<file path="src/rtl/au_pkg.sv">
package au_pkg;
  localparam int CMD_W = 4;

  localparam logic [CMD_W-1:0] C_NOP = 4'd0;
  localparam logic [CMD_W-1:0] C_ADD = 4'd1;
  localparam logic [CMD_W-1:0] C_SUB = 4'd2;
  localparam logic [CMD_W-1:0] C_SHL = 4'd5;
  localparam logic [CMD_W-1:0] C_SHR = 4'd6;

  typedef enum logic [1:0] {
    RSP_NONE  = 2'd0,
    RSP_OK    = 2'd1,
    RSP_ERR   = 2'd2,
    RSP_FAULT = 2'd3
  } rsp_e;

  typedef struct packed {
    logic add;
    logic sub;
    logic shl;
    logic shr;
    logic bad;
  } sel_t;
endpackage

</file>
<file path="src/rtl/au_decode.sv">
module au_decode
  import au_pkg::*;
(
  input  logic [CMD_W-1:0] cmd,
  output logic             is_nop,
  output sel_t             sel
);
  always_comb begin
    sel    = '0;
    is_nop = 1'b0;
    unique case (cmd)
      C_NOP:   is_nop  = 1'b1;
      C_ADD:   sel.add = 1'b1;
      C_SUB:   sel.sub = 1'b1;
      C_SHL:   sel.shl = 1'b1;
      C_SHR:   sel.shr = 1'b1;
      default: sel.bad = 1'b1;
    endcase
  end

  // a code is either the no-op or exactly one class
  always_comb begin
    a_r11_decode_onehot: assert (is_nop ? (sel == '0) : $onehot(sel));
  end
endmodule

</file>
<file path="src/rtl/au_arith.sv">
module au_arith #(
  parameter int DATA_W = 32
) (
  input  logic [DATA_W-1:0] a,
  input  logic [DATA_W-1:0] b,
  output logic [DATA_W-1:0] sum,
  output logic              carry,
  output logic [DATA_W-1:0] diff,
  output logic              borrow
);
  logic [DATA_W:0] sum_w;
  logic [DATA_W:0] diff_w;

  always_comb begin
    sum_w  = {1'b0, a} + {1'b0, b};
    diff_w = {1'b0, a} - {1'b0, b};
  end

  assign sum    = sum_w[DATA_W-1:0];
  assign carry  = sum_w[DATA_W];
  assign diff   = diff_w[DATA_W-1:0];
  assign borrow = diff_w[DATA_W];

  // a carry shows as a wrapped sum smaller than the first operand
  always_comb begin
    a_r2_carry_wrap: assert (carry == (sum < a));
  end
  // without a borrow the difference cannot exceed the minuend
  always_comb begin
    a_r4_borrow_bound: assert (borrow || (diff <= a));
  end
endmodule

</file>
<file path="src/rtl/au_shift.sv">
module au_shift #(
  parameter int DATA_W = 32,
  parameter bit LEFT   = 1'b1,
  localparam int AMT_W = $clog2(DATA_W)
) (
  input  logic [DATA_W-1:0] din,
  input  logic [AMT_W-1:0]  amt,
  output logic [DATA_W-1:0] dout
);
  logic [AMT_W:0][DATA_W-1:0] stg;

  assign stg[0] = din;

  for (genvar i = 0; i < AMT_W; i++) begin : g_stage
    if (LEFT) begin : g_l
      assign stg[i+1] = amt[i] ? (stg[i] << (2**i)) : stg[i];
    end else begin : g_r
      assign stg[i+1] = amt[i] ? (stg[i] >> (2**i)) : stg[i];
    end
  end

  assign dout = stg[AMT_W];

  // a zero distance passes the operand unchanged
  always_comb begin
    a_r5_zero_dist: assert ((amt != '0) || (dout == din));
  end
endmodule

</file>
<file path="src/rtl/au_exec_unit.sv">
module au_exec_unit
  import au_pkg::*;
#(
  parameter int DATA_W = 32,
  localparam int AMT_W = $clog2(DATA_W)
) (
  input  logic              clk,
  input  logic              rst_n,
  input  logic              start,
  input  logic [3:0]        cmd,
  input  logic [DATA_W-1:0] op1,
  input  logic [DATA_W-1:0] op2,
  output logic              done,
  output logic [1:0]        resp,
  output logic [DATA_W-1:0] result
);
  logic              is_nop;
  sel_t              sel;
  logic [DATA_W-1:0] sum, diff, shl_v, shr_v;
  logic              carry, borrow;

  au_decode u_dec (.cmd(cmd), .is_nop(is_nop), .sel(sel));

  au_arith #(.DATA_W(DATA_W)) u_ar (
    .a(op1), .b(op2), .sum(sum), .carry(carry), .diff(diff), .borrow(borrow)
  );

  au_shift #(.DATA_W(DATA_W), .LEFT(1'b1)) u_shl (
    .din(op1), .amt(op2[AMT_W-1:0]), .dout(shl_v)
  );
  au_shift #(.DATA_W(DATA_W), .LEFT(1'b0)) u_shr (
    .din(op1), .amt(op2[AMT_W-1:0]), .dout(shr_v)
  );

  rsp_e              nxt_rsp;
  logic [DATA_W-1:0] nxt_res;

  always_comb begin
    nxt_rsp = RSP_OK;
    nxt_res = '0;
    if ($countones(sel) != 1) begin
      nxt_rsp = RSP_FAULT;
    end else if (sel.bad) begin
      nxt_rsp = RSP_ERR;
    end else if (sel.add) begin
      if (carry) nxt_rsp = RSP_ERR;
      else       nxt_res = sum;
    end else if (sel.sub) begin
      if (borrow) nxt_rsp = RSP_ERR;
      else        nxt_res = diff;
    end else if (sel.shl) begin
      nxt_res = shl_v;
    end else begin
      nxt_res = shr_v;
    end
  end

  logic launch;
  assign launch = start && !is_nop;

  always_ff @(posedge clk) begin
    if (!rst_n) begin
      done   <= 1'b0;
      resp   <= RSP_NONE;
      result <= '0;
    end else begin
      done   <= launch;
      resp   <= launch ? nxt_rsp : RSP_NONE;
      result <= launch ? nxt_res : '0;
    end
  end

  // a non-no-op start yields done one edge later
  a_r9_done_follows: assert property (@(posedge clk) disable iff (!rst_n)
    (start && rst_n && cmd != C_NOP) |=> done);
  // the no-op never raises done
  a_r8_nop_silent: assert property (@(posedge clk) disable iff (!rst_n)
    (start && rst_n && cmd == C_NOP) |=> !done);
  // outputs idle when no response
  a_r9_idle_zero: assert property (@(posedge clk) disable iff (!rst_n)
    !done |-> (resp == RSP_NONE && result == '0));
  // error responses carry a zero word
  a_r7_err_zero: assert property (@(posedge clk) disable iff (!rst_n)
    (done && resp == RSP_ERR) |-> result == '0);
  // legal stream never reports an internal fault
  a_r11_no_fault: assert property (@(posedge clk) disable iff (!rst_n)
    done |-> resp != RSP_FAULT);
  // a successful add returns the sum of the sampled operands
  a_r1_add_sum: assert property (@(posedge clk) disable iff (!rst_n)
    (start && rst_n && cmd == C_ADD && !carry) |=>
      (resp == RSP_OK && result == $past(op1) + $past(op2)));
endmodule

</file>
<file path="config.mk">
export PLATFORM = sky130hd
export DESIGN_NAME = au_exec_unit
export DESIGN_NICKNAME = d
export VERILOG_FILES = /design/src/rtl/au_pkg.sv /design/src/rtl/au_decode.sv /design/src/rtl/au_arith.sv /design/src/rtl/au_shift.sv /design/src/rtl/au_exec_unit.sv
export SDC_FILE = /design/constraint.sdc
export NUM_CORES = 1
export LEC_CHECK = 0
export BUFFER_PORTS_ARGS = -buffer_cell sky130_fd_sc_hd__buf_2
export CAP_MARGIN = 10
export CORE_MARGIN = 1
export CORE_UTILIZATION = 45
export DETAILED_ROUTE_END_ITERATION = 8
export GPL_TIMING_DRIVEN = 0
export PLACE_DENSITY = 0.67
export SLEW_MARGIN = 20
export SYNTH_ARGS = -nofsm -noshare
export SYNTH_HDL_FRONTEND = slang
export SYNTH_SLANG_ARGS = --single-unit
</file>
<file path="constraint.sdc">
create_clock -name clk -period 3.8 [get_ports clk]
set_input_delay 0.38 -clock clk [delete_from_list [all_inputs] [get_ports clk]]
set_output_delay 0.38 -clock clk [all_outputs]
set_load 0.02 [all_outputs]
</file>
==> out/qor.csv, run 1 <==
metric,value,unit
CTS tree,built,
H-tree level count,2,
"area leader, netlist",ha_1,
worst min-delay path category,input port to flip-flop,
PwrDens,235,nW/um2
CP max-delay cell,o311ai_0,
placed insts,1497,
vias in the first global route,9669,
Synth Area in Compound Gates,0.323,
Rows,49,
drt wl/cell,27.4,um
Post-synth EDFFs,0,
Clock Sink Count,35,
ranking of synthesized cells by area,"ha_1 9.8%, dfxtp_1 8.3%, mux2i_1 7.0%, a21oi_1 6.4%, mux2_2 5.9%",
Yosys reg bits,35,
Die Wd,139,um
simple-gate share of the synthesized area,0.197,
vias per cell,6.89,
TritonCTS buffer count,5,
IO Port Bufs,105,
post-layout min period,3760,ps
number of distinct library cells after synthesis,92,
Finished Cell Area,9570,um2
final wirelength,41300,um
worst-path fanout max,10,
Tcrit/Tclk final,0.990,
Worst Setup Path Type,input port to flip-flop,
post-synthesis sequential area ratio,0.0831,
outcome,finished clean,
total grt overflow,0,
clk buf depth,2,
Fin Setup TNS,0,ps
setup violators final,0,
first-pass GRT wire length,60800,um
total track usage,0.419,
Mapped Cells,1163,
initial DRC count,1287,
core box area,18100,um2
post-route ant nets,0,
commonest cells in the netlist,"118 x nor2_1, 108 x a21oi_1, 101 x nand2_1",
P_leak,0.00414,uW
CP peak stage delay,980,ps
initial antenna violation count,1,
"Slew Viols, Final",0,
syn nets,1304,
CTS root buf,clkbuf_16,
post-synthesis adder-cell area fraction,0.107,
f_max,266,MHz
worst path cell trace,"buf_2, buf_6, buf_6, mux2_2, mux2i_1, mux2_2, nand2_1, and3_1, o311ai_0, o211ai_1, a21oi_1, a311oi_1",
Rel. slew slack,0.209,
top-area cell type share of the netlist area,0.0979,
Peak VDD IR,0.191,mV
data required time of the worst path,3890,ps
synthesis-to-finish area growth,13.5,%
final hold vios,0,
"Cell Area, Synth",8440,um2
Via Count,10394,
Post-CTS Hold Fix Bufs,0,
max_cap viols,0,
Critical Path AT,3850,ps
Worst Max-Slew Pin Slew,1170,ps
post-synthesis mux area share,0.170,
endpoint type of the worst setup path,flip-flop,
DRC,0,
DP HPWL,32700,um
Final Wtd Congestion,1.09,
Die Area,19300,um2
Chip Height,139,um
main combinational cell family by area after synthesis,compound AO/OA/AOI/OAI gates,
first drt pass iteration count,6,
"Async S/R FF share, synth",0,
Setup crit start kind,input port,
Initial Utilization,0.465,
layout cells sized above 1,0.225,
Ys Warns,0,
most frequent cell after synthesis,nor2_1,
largest net degree at the start of global routing,27,
IO Pins,106,
clock-pin slew on the worst setup and hold paths,50,ps
placed cell area,9250,um2
"non-filler cells, final",1508,
Layout Nets,1420,
"Top FF cell, synth",dfxtp_1,
Filler cells,1817,
Synth Area in XOR/XNOR,0.0249,
syn_area_per_cell,7.25,um2
==> metal layers <==
layer,GRT usage,share of wire,vias up
li1,-,-,4539
met1,0.519,0.38,4941
met2,0.688,0.46,776
met3,0.0915,0.11,138
met4,0.206,0.047,0
met5,0,0,-
==> cell usage in the layout, fill, tap and decap left out, types with 11 or more instances in the layout <==
cell	n
a211oi_1	18
a21o_1	11
a21oi_1	107
a221oi_1	15
a22oi_1	13
a31oi_1	12
buf_2	120
buf_4	27
clkbuf_1	24
dfxtp_1	35
ha_1	66
inv_1	68
mux2_2	44
mux2i_1	59
mux4_2	15
nand2_1	101
nand3_1	28
nand4_1	11
nor2_1	117
nor3_1	19
o211ai_1	15
o21ai_0	64
o21bai_1	14
o22ai_1	21
xnor2_1	21
==> final timing paths <==
kind,start,to,slack [ps],depth (start not counted)
worst min-delay path,start,done,390,3
worst max-delay path,op2[0],result[5],40,12
==> final cells by class <==
class / count / area, um2 / share of cell area
Buffer: 82 / 514 / 0.0537
Sequential cell: 35 / 701 / 0.0732
Inverter: 74 / 298 / 0.0311
Timing Repair Buffer: 117 / 616 / 0.0643
Multi-Input combinational cell: 964 / 7020 / 0.734
Tap cell: 229 / 287 / 0.0299
Clock buffer: 6 / 129 / 0.0135
Antenna cell: 1 / 2.50 / 0.000261
==> sequential cells by signal (all words and copies together), names as in the netlist <==
name,flops
result,32
resp,2
done,1
==> power by group <==
group / leakage (uW) / switching (uW) / total, uW / internal (uW)
sequential: 0.000286 / 4.82 / 390 / 385
clock: 0.0000628 / 167 / 404 / 236
combinational: 0.00379 / 922 / 1450 / 530
==> critical path, delay by kind of cell <==
kind | cells | cell delay [ps]
AOI/OAI and AO/OA | 4 | 1440
and+or+nand+nor | 2 | 250
muxes | 3 | 1080
buffers and inverters | 3 | 680
==> cell families (layout without fill, tap and decap cells) <==
logic type | Yosys count | after routing
AOI/OAI and AO/OA | 396 | 396
other | 0 | 1
DFF | 35 | 35
xor gates and xnor gates | 24 | 24
muxes | 119 | 119
adders and majority gates | 70 | 70
buffers and inverters | 164 | 279
and+or+nand+nor | 355 | 355
==> what timing repair did <==
action	CTS	global route
setup endpoints to repair	34	23
setup buffers	4	8
endpoints found under the hold margin	0	0
pin swaps	3	7
gates resized for setup	26	18
==> per-stage QoR <==
| stage | total power, uW | setup WS [ps] | hold slack (ps) | util |
|---|---|---|---|---|
| global route | 2340 | -17.8 | 419 | 0.527 |
| detailed placement | 1750 | -2000 | 675 | 0.510 |
| floorplan | 1320 | 25.6 | 539 | - |
| CTS | 2170 | 0.347 | 393 | 0.521 |
| global placement | 1760 | -1990 | 675 | 0.510 |
| finish | 2250 | 39.9 | 394 | 0.527 |
No activity file was read; power rests on OpenSTA's default activity.
==> run 2, diff against run 1 <==
- CORE_UTILIZATION: 45 -> 30
- PLACE_DENSITY: 0.67 -> not set
==> run 2 against run 1 <==
Against the previous run: count of clock-buffer cells in the layout down 1; largest power group unchanged; via count down 2.3%; first-iteration DRC count down 22%; sequential cell count unchanged; non-clock buffer count up 5; sequential share of layout area down 0.27 points; maximum frequency up 1.4%.
==> out/qor.csv, run 2 (synthesized netlist as in run 1, its figures left out) <==
metric,value,unit
outcome,finished clean,
hold depth,3,
Clock Sink Count,35,
clock-pin slew on the worst setup and hold paths,60,ps
"Slew Viols, Final",0,
final setup margin,93.3,ps
Final Wtd Congestion,1.02,
layout cells sized above 1,0.238,
initial antenna violation count,2,
"non-filler cells, final",1663,
Post-CTS Hold Fix Bufs,0,
max_cap viols,0,
Fin Setup TNS,0,ps
Peak VDD IR,0.180,mV
Layout Nets,1425,
final hold vios,0,
Die Wd,170,um
Worst Hold Path EP,done,
H-tree level count,2,
setup violators final,0,
Initial Utilization,0.304,
DP HPWL,33600,um
worst-path fanout max,11,
post-layout min period,3710,ps
unrepaired setup endpoints after global routing,no,
Rows,61,
first-pass GRT wire length,61400,um
Antenna diodes,0,
initial DRC count,1009,
Worst Max-Slew Pin Slew,1190,ps
Tcrit/Tclk final,0.975,
Via Count,10151,
Worst Setup Path Type,input port to flip-flop,
f_max,270,MHz
Hold Startpoint,start,
Total Power,2380,uW
IO Pins,106,
max FFs per register,32,
final wirelength,41600,um
P_leak,0.00421,uW
IO Port Bufs,105,
Rel. slew slack,0.198,
total grt overflow,0,
worst min-delay path category,input port to flip-flop,
total track usage,0.287,
vias per cell,6.10,
drt wl/cell,25.0,um
TritonCTS buffer count,5,
Largest Register,result,
Chip Height,170,um
synthesis-to-finish area growth,17.7,%
vias in the first global route,9595,
PwrDens,239,nW/um2
final core utilization,0.358,
dpl ws,-1930,ps
Setup crit start kind,input port,
clk buf depth,2,
data required time of the worst path,4030,ps
largest net degree at the start of global routing,27,
largest registers,"result: 32 flops, resp: 2 flops, done: 1 flops",
"commonest cells after routing, fill and taps aside","116 x nor2_1, 116 x buf_2, 107 x a21oi_1",
CTS tree,built,
Die Area,28800,um2
CTS root buf,clkbuf_16,
DRC,0,
first drt pass iteration count,5,
placed insts,1646,
Critical Path AT,3930,ps
Filler cells,2964,
core box area,27700,um2
endpoint type of the worst setup path,flip-flop,
post-route ant nets,0,
-- run 2: worst max-delay path: stages --
cell and delay, ps:
buf_2 250, inv_1 150, clkbuf_2 280, ha_1 350, buf_4 150, nor2_2 70
a221o_1 370, a21oi_4 230, nor4_4 90, o41ai_4 600, nor3_2 110, or4_4 570
xnor2_4 150, o221ai_2 170
-- run 2: worst max path at each step --
| stage | from | end | slack [ps] | cells after the start |
|---|---|---|---|---|
| floorplan | op2[2] | result[2] | 30 | 14 |
| global placement | op2[3] | result[7] | -2030 | 17 |
| detailed placement | op2[3] | result[7] | -1930 | 17 |
| CTS | op2[1] | result[27] | -60 | 16 |
| global route | op2[1] | result[29] | 6 | 16 |
| finish | op2[4] | result[29] | 90 | 14 |
-- run 2: where the power goes --
part | switching (uW) | total [uW] | internal [uW]
clock | 195 | 505 | 310
combinational | 938 | 1480 | 544
sequential | 4.34 | 390 | 385
-- run 2: what timing repair did --
item,in CTS,in global routing
buffers inserted,8,8
endpoints found under the setup margin,34,24
pin swaps,7,5
endpoints found under the hold margin,0,0
resized for setup,38,28
-- run 2: metal layers --
metal,GRT usage,vias up,part of all wire,wire length (um)
met5,0,-,0.00026,11
met2,0.453,568,0.44,18400
met1,0.368,4907,0.42,17400
met4,0.155,2,0.055,2290
met3,0.0525,123,0.085,3530
li1,-,4551,-,-
-- run 2: cell type report --
class	count	area [um2]	area share
Sequential cell	35	701	0.0706
Tap cell	378	473	0.0476
Buffer	83	539	0.0543
Multi-Input combinational cell	964	7100	0.715
Clock buffer	5	125	0.0126
Timing Repair Buffer	121	651	0.0655
Clock inverter	3	43.8	0.00441
Inverter	74	294	0.0296
-- run 2: through the flow --
step	hold WS (ps)	cell area (um2)
global placement	684	9430
detailed placement	685	9430
global route	394	9930
CTS	377	9770
finish	380	9930
floorplan	539	8440
